**config.mk**
```make
export PLATFORM = sky130hd
export DESIGN_NAME = decade_gate_timebase
export DESIGN_NICKNAME = d
export VERILOG_FILES = /design/src/rtl/decade_gate_timebase.sv
export SDC_FILE = /design/constraint.sdc
export NUM_CORES = 1
export LEC_CHECK = 0
export BUFFER_PORTS_ARGS = -buffer_cell sky130_fd_sc_hd__buf_2
export CORE_MARGIN = 8
export CORE_UTILIZATION = 55
export CTS_CLUSTER_SIZE = 28
export DETAILED_ROUTE_END_ITERATION = 7
export PLACE_DENSITY = 0.78
export SETUP_SLACK_MARGIN = 0.15
export SYNTH_ARGS = -nofsm -noshare
export SYNTH_HDL_FRONTEND = slang
export SYNTH_SLANG_ARGS = --single-unit
```
**constraint.sdc**
```tcl
create_clock -name clk -period 1.95 [get_ports clk]
set_input_delay 0.195 -clock clk [delete_from_list [all_inputs] [get_ports clk]]
set_output_delay 0.195 -clock clk [all_outputs]
set_load 0.1 [all_outputs]
```
**src/rtl/decade_gate_timebase.sv**
```systemverilog
module decade_gate_timebase #(
  parameter int RADIX  = 10,
  parameter int STAGES = 3,
  localparam int CW = $clog2(RADIX),
  localparam int SW = $clog2(STAGES + 1)
) (
  input  logic          clk,
  input  logic          rst,
  input  logic          tick,
  input  logic [SW-1:0] range_sel,
  output logic          gate,
  output logic          gate_end
);

  localparam logic [CW-1:0] TOP = CW'(RADIX - 1);

  logic [CW-1:0] cnt [STAGES];
  logic [STAGES:0] full;
  logic [SW-1:0] act_sel;
  logic tap;
  logic phase_done;

  assign full[0] = 1'b1;

  for (genvar k = 0; k < STAGES; k++) begin : g_stage
    assign full[k+1] = full[k] && (cnt[k] == TOP);

    always_ff @(posedge clk) begin
      if (rst || phase_done)
        cnt[k] <= '0;
      else if (tick && full[k])
        cnt[k] <= (cnt[k] == TOP) ? '0 : cnt[k] + 1'b1;
    end
  end

  always_comb begin
    tap = full[0];
    for (int s = 0; s <= STAGES; s++)
      if (act_sel == SW'(s)) tap = full[STAGES - s];
  end

  assign phase_done = tick && tap;

  always_ff @(posedge clk) begin
    if (rst) begin
      gate     <= 1'b0;
      gate_end <= 1'b0;
      act_sel  <= range_sel;
    end else begin
      gate_end <= phase_done && gate;
      if (phase_done) begin
        gate <= ~gate;
        if (!gate) act_sel <= range_sel;
      end
    end
  end

endmodule

```
## Word level (Yosys, flattened, before mapping)

Memory sizes are Yosys's and may differ from the RTL's.
Cells that the tools add are included.

| storage, ports and cells | value |
|---|---|
| word-level logic and storage cells | 52 |
| output and inout port bits | 2 |
| memories | 1 |
| RAM bits | 12 |
| register bits after elaboration | 4 |
| bits of input ports | 5 |

| operators by class | value |
|---|---|
| multiplexer cells | 24 |
| eq/ne operators | 7 |
| $add $sub $neg | 3 |
| bitwise logic cells | 4 |
| reduce and logical (&&, ||, !) cells | 10 |

Memories:

| name | words | width | rd ports | clocked after memory_dff | wr ports | line | source |
|---|---|---|---|---|---|---|---|
| cnt | 3 | 4 | 3 | 0 | 3 | 17 | `logic [CW-1:0] cnt [STAGES];` |

Operator list:

| operator | count |
|---|---|
| two-way mux 4 bit | 6 |
| two-way mux 1 bit | 15 |
| adder 4 x 1 -> 4 bit, second input constant | 3 |
| == test 4 bit, second input constant | 3 |
| logical AND 1 bit | 6 |
| two-way mux 2 bit | 3 |
| == test 2 bit, second input constant | 2 |
| OR 1 bit | 3 |
| == test 2 x 1 -> 1 bit, second input constant | 1 |
| logical NOT 2 bit | 1 |
| != test 2 x 1 -> 1 bit, second input constant | 1 |
| AND reduction 2 bit | 1 |
| nonzero test 2 bit | 1 |
| logical OR 1 bit | 1 |
| inverter 1 bit | 1 |

## Logic depth before layout (Yosys ltp)

Gate-level depths: netlist of run 1.
An unclocked memory read counts as a cell.

| depth | value |
|---|---|
| word-level depth | 13 |
| mapped depth | 6 |
| mapped depth without buffers | 6 |

## Worst setup path before layout of run 1

No wires, ideal clock.

| path | value |
|---|---|
| path type | reg2reg |
| start point | mem cnt[0][0] (netlist bit) |
| end point | mem cnt[2][2] (netlist bit), data pin |
| cell stages (with the launch flop) | 6 |
| library setup time | 139 ps |
| slack | 175 ps |
| required time | 1811 ps |
| path buffers | 0 |
| arrival | 1636 ps |
| cells stage by stage | edfxtp_1 > ha_1 > and3b_1 > a2bb2oi_1 > or4b_4 > nor2_1 |

RTL lines:

| element | line |
|---|---|
| from (decl) | 17 |

==> qor.txt, run 1 <==
Drt total wl - 1500 µm
Die area - 3040 µm²
Hold_buf cts - 0
Gate Count Post-Synth - 73
Initial antenna violation count - 0
DRC viols - 0
Max Cap Viol - 0
Unrepaired setup endpoints after global routing - true
Final worst path period need - 1.86 ns
Final core utilization - 67.0%
Antenna cells - 0
Post-synth EDFFs - 14
Syn_area_per_cell - 11.6 µm²
Share of cells above drive strength 1 - 31.8%
Port bufs - 6
PwrDens - 697 nW/µm²
CTS sink cnt - 16
Congestion Overflow GR - 0
Overall power - 687 µW
Final HPWL DP - 1070 µm
Detailed Route Iter0 Violations - 13
Clock slew at reported path FFs - 0.10 ns
FMAX - 0.537 GHz
First-pass GRT wire length - 2580 µm
Final setup viols - 0
Seq/Total Area, Yosys - 54.6%
Die height - 55.2 µm
Clock Path Buffers - 2
Fin. Hold Viols - 0
Status - complete, no violations
Post-Syn Nets - 84
Setup CP Type - reg -> reg
Nets - 100
Site Rows - 14
DR vias - 584
Clock Skew - 0.0102 ns
Min-delay worst type - in -> reg
Ys Warns - 0
Worst rel slew slack - 67.7%
Worst Path Required - 2.09 ns
CTS Root Cell - clkbuf_4
Arr. time, crit path - 2.00 ns
CP endpoint kind - flip-flop
Actual slew at the worst max-slew pin - 0.488 ns
Yosys reg bits - 16
Vias in the first global route - 601
Cts bufs inserted - 3
Max Transition Viols Final - 0
Crit start category - flip-flop
Core area - 1470 µm²
DR WL/cell - 14.4 µm
Peak supply drop - 0.569 mV
GRT Util Overall - 11.6%
Period Utilization, post-route - 95.5%
Layout area overhead - 16.9%
Initial Utilization - 57.3%
Ports - 7
Clk Latency, worst-skew pair - 0.28 ns
Cell variety after synth - 26
Pre-antenna DRT Iters - 4
Die Width - 55.2 µm
Routed Antenna Nets - 0
Vias per std cell - 5.62
Post-Syn Area - 843 µm²
RD Place Congestion - 0.787
Static leakage - 0.000402 µW
Critical Path Fanout Max - 4
Post-synth ARST share - 0%
Number of H-tree levels - 1
Pin count of the biggest net entering global routing - 10
CTS tree - built
Post-synth top flop - edfxtp_1
-- cell usage after synthesis (all sizes together), types with 2 or more instances --
cell type / number / area [µm²]
and3: 3 / 21.3
o21ai: 2 / 10.0
xor2: 3 / 26.3
inv: 4 / 15.0
nand3b: 2 / 15.0
or2: 2 / 12.5
nand3: 3 / 15.0
xnor2: 2 / 17.5
nand2: 7 / 26.3
dfxtp: 2 / 40.0
ha: 6 / 75.1
edfxtp: 14 / 420
nor2: 11 / 41.3
and4bb: 2 / 25.0
-- metrics by stage --
| stage | setup slack (ns) | cell area (µm²) | hold WS [ns] | instances | TNS [ns] |
|---|---|---|---|---|---|
| final | 0.0880 | 986 | 0.0897 | 104 | 0 |
| after floorplan | 0.175 | 843 | 0.294 | 73 | 0 |
| after detailed placement | -0.00424 | 901 | 0.374 | 96 | -0.00802 |
| after global placement | 0.108 | 901 | 0.372 | 96 | 0 |
| after global routing | 0.0208 | 986 | 0.0768 | 104 | 0 |
| after CTS | 0.132 | 966 | 0.0886 | 102 | 0 |
-- worst paths after layout --
check | startpoint | endpoint | slack [ns] | depth (start not counted)
hold reg to reg | gate | gate | 0.58 | 2
setup reg to reg | cnt[0][0] | cnt[2][2] | 0.09 | 5
hold / removal | range_sel[0] | act_sel[0] | 0.09 | 1
setup / recovery | cnt[0][0] | cnt[2][2] | 0.09 | 5
-- state kept, by name (all words and copies together) (netlist names) --
name / flops
cnt: 12
act_sel: 2
gate: 1
gate_end: 1
-- final cells by class --
type	instances	area (µm²)
multi-input cells	53	397
fillers	109	485
clock buffers	4	26.3
flip-flops and latches	16	460
inverters	4	15.0
well taps	16	20.0
repair buffers	11	67.6
-- worst max-delay path: stages, from the launching register on --
cell and delay (ns):
edfxtp_1 0.46, ha_4 0.20, and3b_2 0.24, a2bb2oi_2 0.16
or4b_4 0.56, nor2_1 0.10
-- routing by layer --
metal	GRT usage [%]	routed length, µm
met1	13.7	706
met2	18.7	710
met3	2.94	69
met4	6.40	12
met5	0	0
-- cell usage in the layout, fill, tap and decap left out, drive strengths merged --
cell and instances:
edfxtp 14, nor2 11, buf 11, nand2 7
ha 6, inv 4, clkbuf 4, nand3 3
xor2 3, and3 3, nand3b 2, and4bb 2
xnor2 2, dfxtp 2, or2 2, o21ai 2
nand4b 1, and3b 1, a2bb2oi 1, a21oi 1
o21bai 1, or4b 1, nand4 1, o22ai 1
nor2b 1, mux2 1
-- what timing repair did --
action | CTS | global route
endpoints found under the hold margin | 0 | 0
buffers inserted | 2 | 2
endpoints found under the setup margin | 18 | 19
pin swaps | 5 | 1
resized for setup | 7 | 3
-- report_power, final --
| part | total (µW) | internal, µW | switching, µW |
|---|---|---|---|
| logic | 96.3 | 43.9 | 52.4 |
| registers | 410 | 393 | 16.8 |
| clock network | 180 | 79.3 | 101 |
| total | 687 | 517 | 170 |
-- logic make-up after synthesis --
kind of cell               Yosys count  synth area share [%]
DFF                                 16                  54.6
xor gates and xnor gates             5                  5.19
AOI/OAI and AO/OA                    6                  4.45
adders and majority gates            6                  8.90
muxes                                1                  1.34
buffers and inverters                4                  1.78
and+or+nand+nor                     35                  23.7
No activity file was read; power rests on OpenSTA's default activity.
==> run 2, diff against run 1 <==
--- a/config.mk
+++ b/config.mk
@@ -6,7 +6,7 @@
 export NUM_CORES = 1
 export LEC_CHECK = 0
 export BUFFER_PORTS_ARGS = -buffer_cell sky130_fd_sc_hd__buf_2
-export CORE_MARGIN = 8
+export CORE_MARGIN = 2
 export CORE_UTILIZATION = 55
 export CTS_CLUSTER_SIZE = 28
 export DETAILED_ROUTE_END_ITERATION = 7
==> qor.txt, run 2 (synthesized netlist as in run 1, its figures left out) <==
Status - complete, no violations
Biggest regs - cnt: 12 flops, act_sel: 2 flops
Largest register FFs - 12 (unchanged)
Nets - 102 (+2.0%)
Antenna cells - 0 (unchanged)
Final worst path period need - 1.87 ns (+0.0124 ns)
Initial Utilization - 57.3% (unchanged)
Number of H-tree levels - 1 (unchanged)
Actual slew at the worst max-slew pin - 0.487 ns (-0.000879 ns)
First-pass GRT wire length - 2470 µm (-4.3%)
Setup TNS - 0 ns (unchanged)
Static leakage - 0.000414 µW (+3.0%)
Die height - 43.2 µm (-22%)
Routed Antenna Nets - 0 (unchanged)
Max Cap Viol - 0 (unchanged)
Layout area overhead - 20.8%
DR vias - 614 (+5.1%)
Initial antenna violation count - 0 (unchanged)
CP endpoint kind - flip-flop
CP max stage delay - 0.53 ns (-0.03 ns)
Final setup viols - 0 (unchanged)
R2R Setup Slk - 0.08 ns (about the same)
Worst r2r src - cnt[0][1]
Port bufs - 6 (unchanged)
Critical path, cell by cell - inv_2 > ha_4 > nand4b_1 > or2_1 > or4b_4 > nor2_2
Clk Latency, worst-skew pair - 0.28 ns (about the same)
Crit start category - flip-flop
Worst Path Required - 2.10 ns (about the same)
Vias in the first global route - 617 (+2.7%)
Critical Path Fanout Max - 4 (unchanged)
Fill cells - 111 (+1.8%)
Clock Skew - 0.00485 ns (-0.00538 ns)
CTS tree - built
Fin. Hold Viols - 0 (unchanged)
Cts bufs inserted - 3 (unchanged)
WHS Path Cells - 1 (unchanged)
Drt total wl - 1550 µm (+3.7%)
Vias per std cell - 5.79 (+3.2%)
DRC viols - 0 (unchanged)
Detailed Route Iter0 Violations - 24 (+11)
PwrDens - 680 nW/µm² (-2.4%)
Ports - 7 (unchanged)
RD Place Congestion - 0.781 (-0.75%)
Share of cells above drive strength 1 - 35.6% (+3.7 points)
Pin count of the biggest net entering global routing - 10 (unchanged)
Worst rel slew slack - 67.7% (about the same)
Setup CP Type - reg -> reg
GRT Util Overall - 18.0% (+6.5 points)
Site Rows - 14 (unchanged)
Hold EP - act_sel[1]
Top delay family on crit path - simple AND/OR/NAND/NOR gates
Max Transition Viols Final - 0 (unchanged)
Min-delay worst type - in -> reg
Clock Path Buffers - 2 (unchanged)
WP buf/inv - 1 (+1)
Arr. time, crit path - 2.03 ns (+0.03 ns)
Final HPWL DP - 1010 µm (-5.8%)
Die area - 1860 µm² (-39%)
Period Utilization, post-route - 96.1% (+0.64 points)
R2R Path End - cnt[2][2]
DR WL/cell - 14.7 µm (+1.8%)
Core area - 1470 µm² (unchanged)
Worst r2r path cells - 6 (+1)
Congestion Overflow GR - 0 (unchanged)
Hold_buf cts - 0 (unchanged)
Peak supply drop - 0.496 mV (-13%)
Overall power - 692 µW (+0.82%)
HP Start - range_sel[1]
CTS sink cnt - 16 (unchanged)
Clock slew at reported path FFs - 0.10 ns (about the same)
Die Width - 43.2 µm (-22%)
Most frequent cells in the layout - 14 x edfxtp_1, 8 x nor2_1, 7 x nand2_1, 7 x buf_4, 6 x buf_2
Unrepaired setup endpoints after global routing - true
FMAX - 0.534 GHz (-0.66%)
Pre-antenna DRT Iters - 4 (unchanged)
CTS Root Cell - clkbuf_4
Slowest CP cell - or4b_4
Most common cell after layout, fill and taps aside - edfxtp_1
Largest Register - cnt
run 2: worst max-delay path by stage:
stage	startpoint	cells after the start	slack (ns)	end
6_report	cnt[0][1]	6	0.08	cnt[2][2]
5_1_grt	cnt[0][1]	6	0.02	cnt[2][3]
4_1_cts	cnt[0][1]	6	0.12	cnt[2][3]
3_5_place_dp	cnt[0][1]	6	0.03	cnt[2][1]
3_3_place_gp	cnt[0][1]	6	0.11	cnt[2][0]
2_1_floorplan	cnt[0][0]	5	0.17	cnt[2][2]
run 2: final cells by class:
type	count	area, µm²	area share (%)
clock buffers	4	26.3	2.58
multi-input cells	53	414	40.7
flip-flops and latches	16	460	45.2
well taps	16	20.0	1.97
repair buffers	13	82.6	8.11
inverters	4	15.0	1.47
run 2: where the power goes:
part / total [µW] / switching [µW] / internal [µW]
clock: 182 / 103 / 79.3
sequential: 412 / 18.1 / 394
combinational: 98.3 / 53.8 / 44.5
total: 692 / 175 / 517
run 2: worst register-to-register path: cells and delay by family, from the launching register on:
family        cells  cell delay, ns
buf+inv           1            0.09
fa+ha+maj         1            0.14
flops             1            0.42
simple gates      4            1.08
run 2: layer usage:
| metal | up-vias | part of all wire, % | wire [µm] | GRT usage [%] |
|---|---|---|---|---|
| met5 | - | 0 | 0 | 0 |
| met4 | 0 | 3.7 | 58 | 12.7 |
| met3 | 6 | 3.7 | 58 | 1.70 |
| met2 | 24 | 51 | 785 | 29.0 |
| met1 | 288 | 42 | 652 | 22.5 |
| li1 | 296 | - | - | - |
run 2: through the flow:
step | instance area [µm²] | util [%] | setup slack, ns | hold slack, ns | std cells
finish | 1020 | 69.2 | 0.0756 | 0.0844 | 106
global route | 1020 | 69.2 | 0.0171 | 0.0689 | 106
CTS | 967 | 65.7 | 0.118 | 0.0871 | 102
detailed placement | 901 | 61.2 | 0.0342 | 0.374 | 96
global placement | 901 | 61.2 | 0.106 | 0.372 | 96
floorplan | 843 | - | 0.175 | 0.294 | 73
run 2: what timing repair did:
action / 4_1_cts / 5_1_grt
setup buffers: 2 / 4
gates resized for setup: 8 / 5
pin swaps: 2 / 1
endpoints found under the setup margin: 18 / 19
hold endpoints to repair: 0 / 0
==> run 3, diff against run 2 <==
--- a/config.mk
+++ b/config.mk
@@ -10,6 +10,7 @@
 export CORE_UTILIZATION = 55
 export CTS_CLUSTER_SIZE = 28
 export DETAILED_ROUTE_END_ITERATION = 7
+export GPL_TIMING_DRIVEN = 0
 export PLACE_DENSITY = 0.78
 export SETUP_SLACK_MARGIN = 0.15
 export SYNTH_ARGS = -nofsm -noshare
==> qor.txt, run 3 (synthesized netlist as in run 1, its figures left out) <==
RD Place Congestion - 0.711 (-9.0%)
GRT Util Overall - 16.1% (-1.9 points)
Worst Path Required - 2.11 ns (about the same)
Pin count of the biggest net entering global routing - 10 (unchanged)
Most common cell after layout, fill and taps aside - edfxtp_1
Routed Antenna Nets - 0 (unchanged)
Ports - 7 (unchanged)
Final HPWL DP - 881 µm (-13%)
CTS tree - built
FMAX - 0.545 GHz (+2.2%)
Final setup viols - 0 (unchanged)
Die height - 43.2 µm (unchanged)
Detailed Route Iter0 Violations - 9 (-63%)
WHS Path Cells - 1 (unchanged)
Int Power - 511 µW (-1.2%)
Die area - 1860 µm² (unchanged)
DRC viols - 0 (unchanged)
Critical Path Fanout Max - 4 (unchanged)
Most frequent cells in the layout - 14 x edfxtp_1, 11 x nor2_1, 7 x nand2_1, 6 x buf_2, 6 x buf_4
Switching share of power - 24.3% (-0.96 points)
Sequential Area - 460 µm² (unchanged)
Design Area, Final - 978 µm² (-3.9%)
Final worst path period need - 1.83 ns (-0.0397 ns)
Vias per std cell - 5.53 (-4.5%)
Share of cells above drive strength 1 - 29.2% (-6.3 points)
CP endpoint kind - flip-flop
Unrepaired setup endpoints after global routing - true
Pre-antenna DRT Iters - 4 (unchanged)
Setup TNS - 0 ns (unchanged)
Site Rows - 14 (unchanged)
Congestion Overflow GR - 0 (unchanged)
Multi-input gate area - 382 µm² (-7.9%)
CP max stage delay - 0.50 ns (-0.03 ns)
Layout area overhead - 16.0%
Die Width - 43.2 µm (unchanged)
WP buf/inv - 1 (unchanged)
First-pass GRT wire length - 2150 µm (-13%)
Initial Utilization - 57.3% (unchanged)
Peak supply drop - 0.494 mV (-0.24%)
Drt total wl - 1320 µm (-15%)
Status - complete, no violations
Max Cap Viol - 0 (unchanged)
Largest register FFs - 12 (unchanged)
Fin. Hold Viols - 0 (unchanged)
Cts bufs inserted - 3 (unchanged)
CTS sink cnt - 16 (unchanged)
Hold_buf cts - 0 (unchanged)
Worst rel slew slack - 67.9% (+0.19 points)
Clock share of power - 26.7% (+0.3 points)
Crit start category - flip-flop
DR vias - 581 (-5.4%)
Clock Path Buffers - 2 (unchanged)
Clock Skew - 0.00507 ns (+0.000215 ns)
Sequential share of power - 60.5% (+1.0 points)
Vias in the first global route - 548 (-11%)
Antenna cells - 0 (unchanged)
Comb pwr share - 12.8% (-1.4 points)
PwrDens - 690 nW/µm² (+1.5%)
Largest Register - cnt
Biggest regs - cnt: 12 flops, act_sel: 2 flops
Slowest CP cell - or4b_4
Min-delay worst type - in -> reg
Worst r2r path cells - 6 (unchanged)
Placement-stage cell area - 893 µm² (-0.83%)
Initial antenna violation count - 0 (unchanged)
Period Utilization, post-route - 94.1% (-2.0 points)
Top delay family on crit path - simple AND/OR/NAND/NOR gates
Max Transition Viols Final - 0 (unchanged)
Number of H-tree levels - 1 (unchanged)
WP depth - 6 (unchanged)
Actual slew at the worst max-slew pin - 0.484 ns (-0.00294 ns)
Setup CP Type - reg -> reg
Core area - 1470 µm² (unchanged)
DR WL/cell - 12.6 µm (-14%)
CTS Root Cell - clkbuf_4
Port bufs - 6 (unchanged)
Clk Latency, worst-skew pair - 0.29 ns (about the same)
Overall power - 676 µW (-2.4%)
Clock slew at reported path FFs - 0.09 ns (about the same)
Critical path, cell by cell - inv_1 > ha_2 > nand4b_1 > or2_1 > or4b_4 > nor2_1
Static leakage - 0.000403 µW (-2.8%)
Nets - 101 (-0.98%)
Arr. time, crit path - 1.99 ns (-0.04 ns)
Psw - 164 µW (-6.2%)
Fill cells - 107 (-3.6%)
## run 3: metal layers
metal  GRT usage, %  wire (µm)  share of wire (%)
met5              0          0                  0
met4           9.09         51                3.9
met3           3.83         52                3.9
met2           28.1        660                 50
met1           17.6        557                 42
## run 3: worst paths after layout
check        slack [ns]         end          from
min reg2reg        0.59        gate          gate
min                0.08  act_sel[1]  range_sel[1]
max                0.12   cnt[2][2]     cnt[0][1]
max reg2reg        0.12   cnt[2][2]     cnt[0][1]
## run 3: what timing repair did
item,4_1_cts,5_1_grt
endpoints found under the setup margin,18,18
pin swaps,1,1
resized for setup,6,0
buffers inserted,3,3
endpoints found under the hold margin,0,0
## run 3: cell type report
cell class                      instances  area share (%)
Clock buffer                            4            2.69
Inverter                                4            1.53
Tap cell                               16            2.05
Timing Repair Buffer                   12            7.67
Sequential cell                        16            47.1
Multi-Input combinational cell         53            39.0
## run 3: power groups by stage
stage	Sequential [µW]	Combinational [µW]	Clock (µW)
floorplan	423	44.9	0
global placement	415	69.7	0
detailed placement	417	71.0	0
CTS	408	82.0	182
global route	411	97.0	195
finish	409	86.6	180
## run 3: through the flow
stage          setup WS, ns  hold WS [ns]  util (%)  instances
2_1_floorplan         0.175         0.294         -         73
3_3_place_gp         0.0397         0.371      60.7         95
3_5_place_dp         0.0174         0.374      60.7         95
4_1_cts               0.140        0.0840      65.0        102
5_1_grt              0.0351        0.0782      66.5        105
6_report              0.115        0.0786      66.5        105
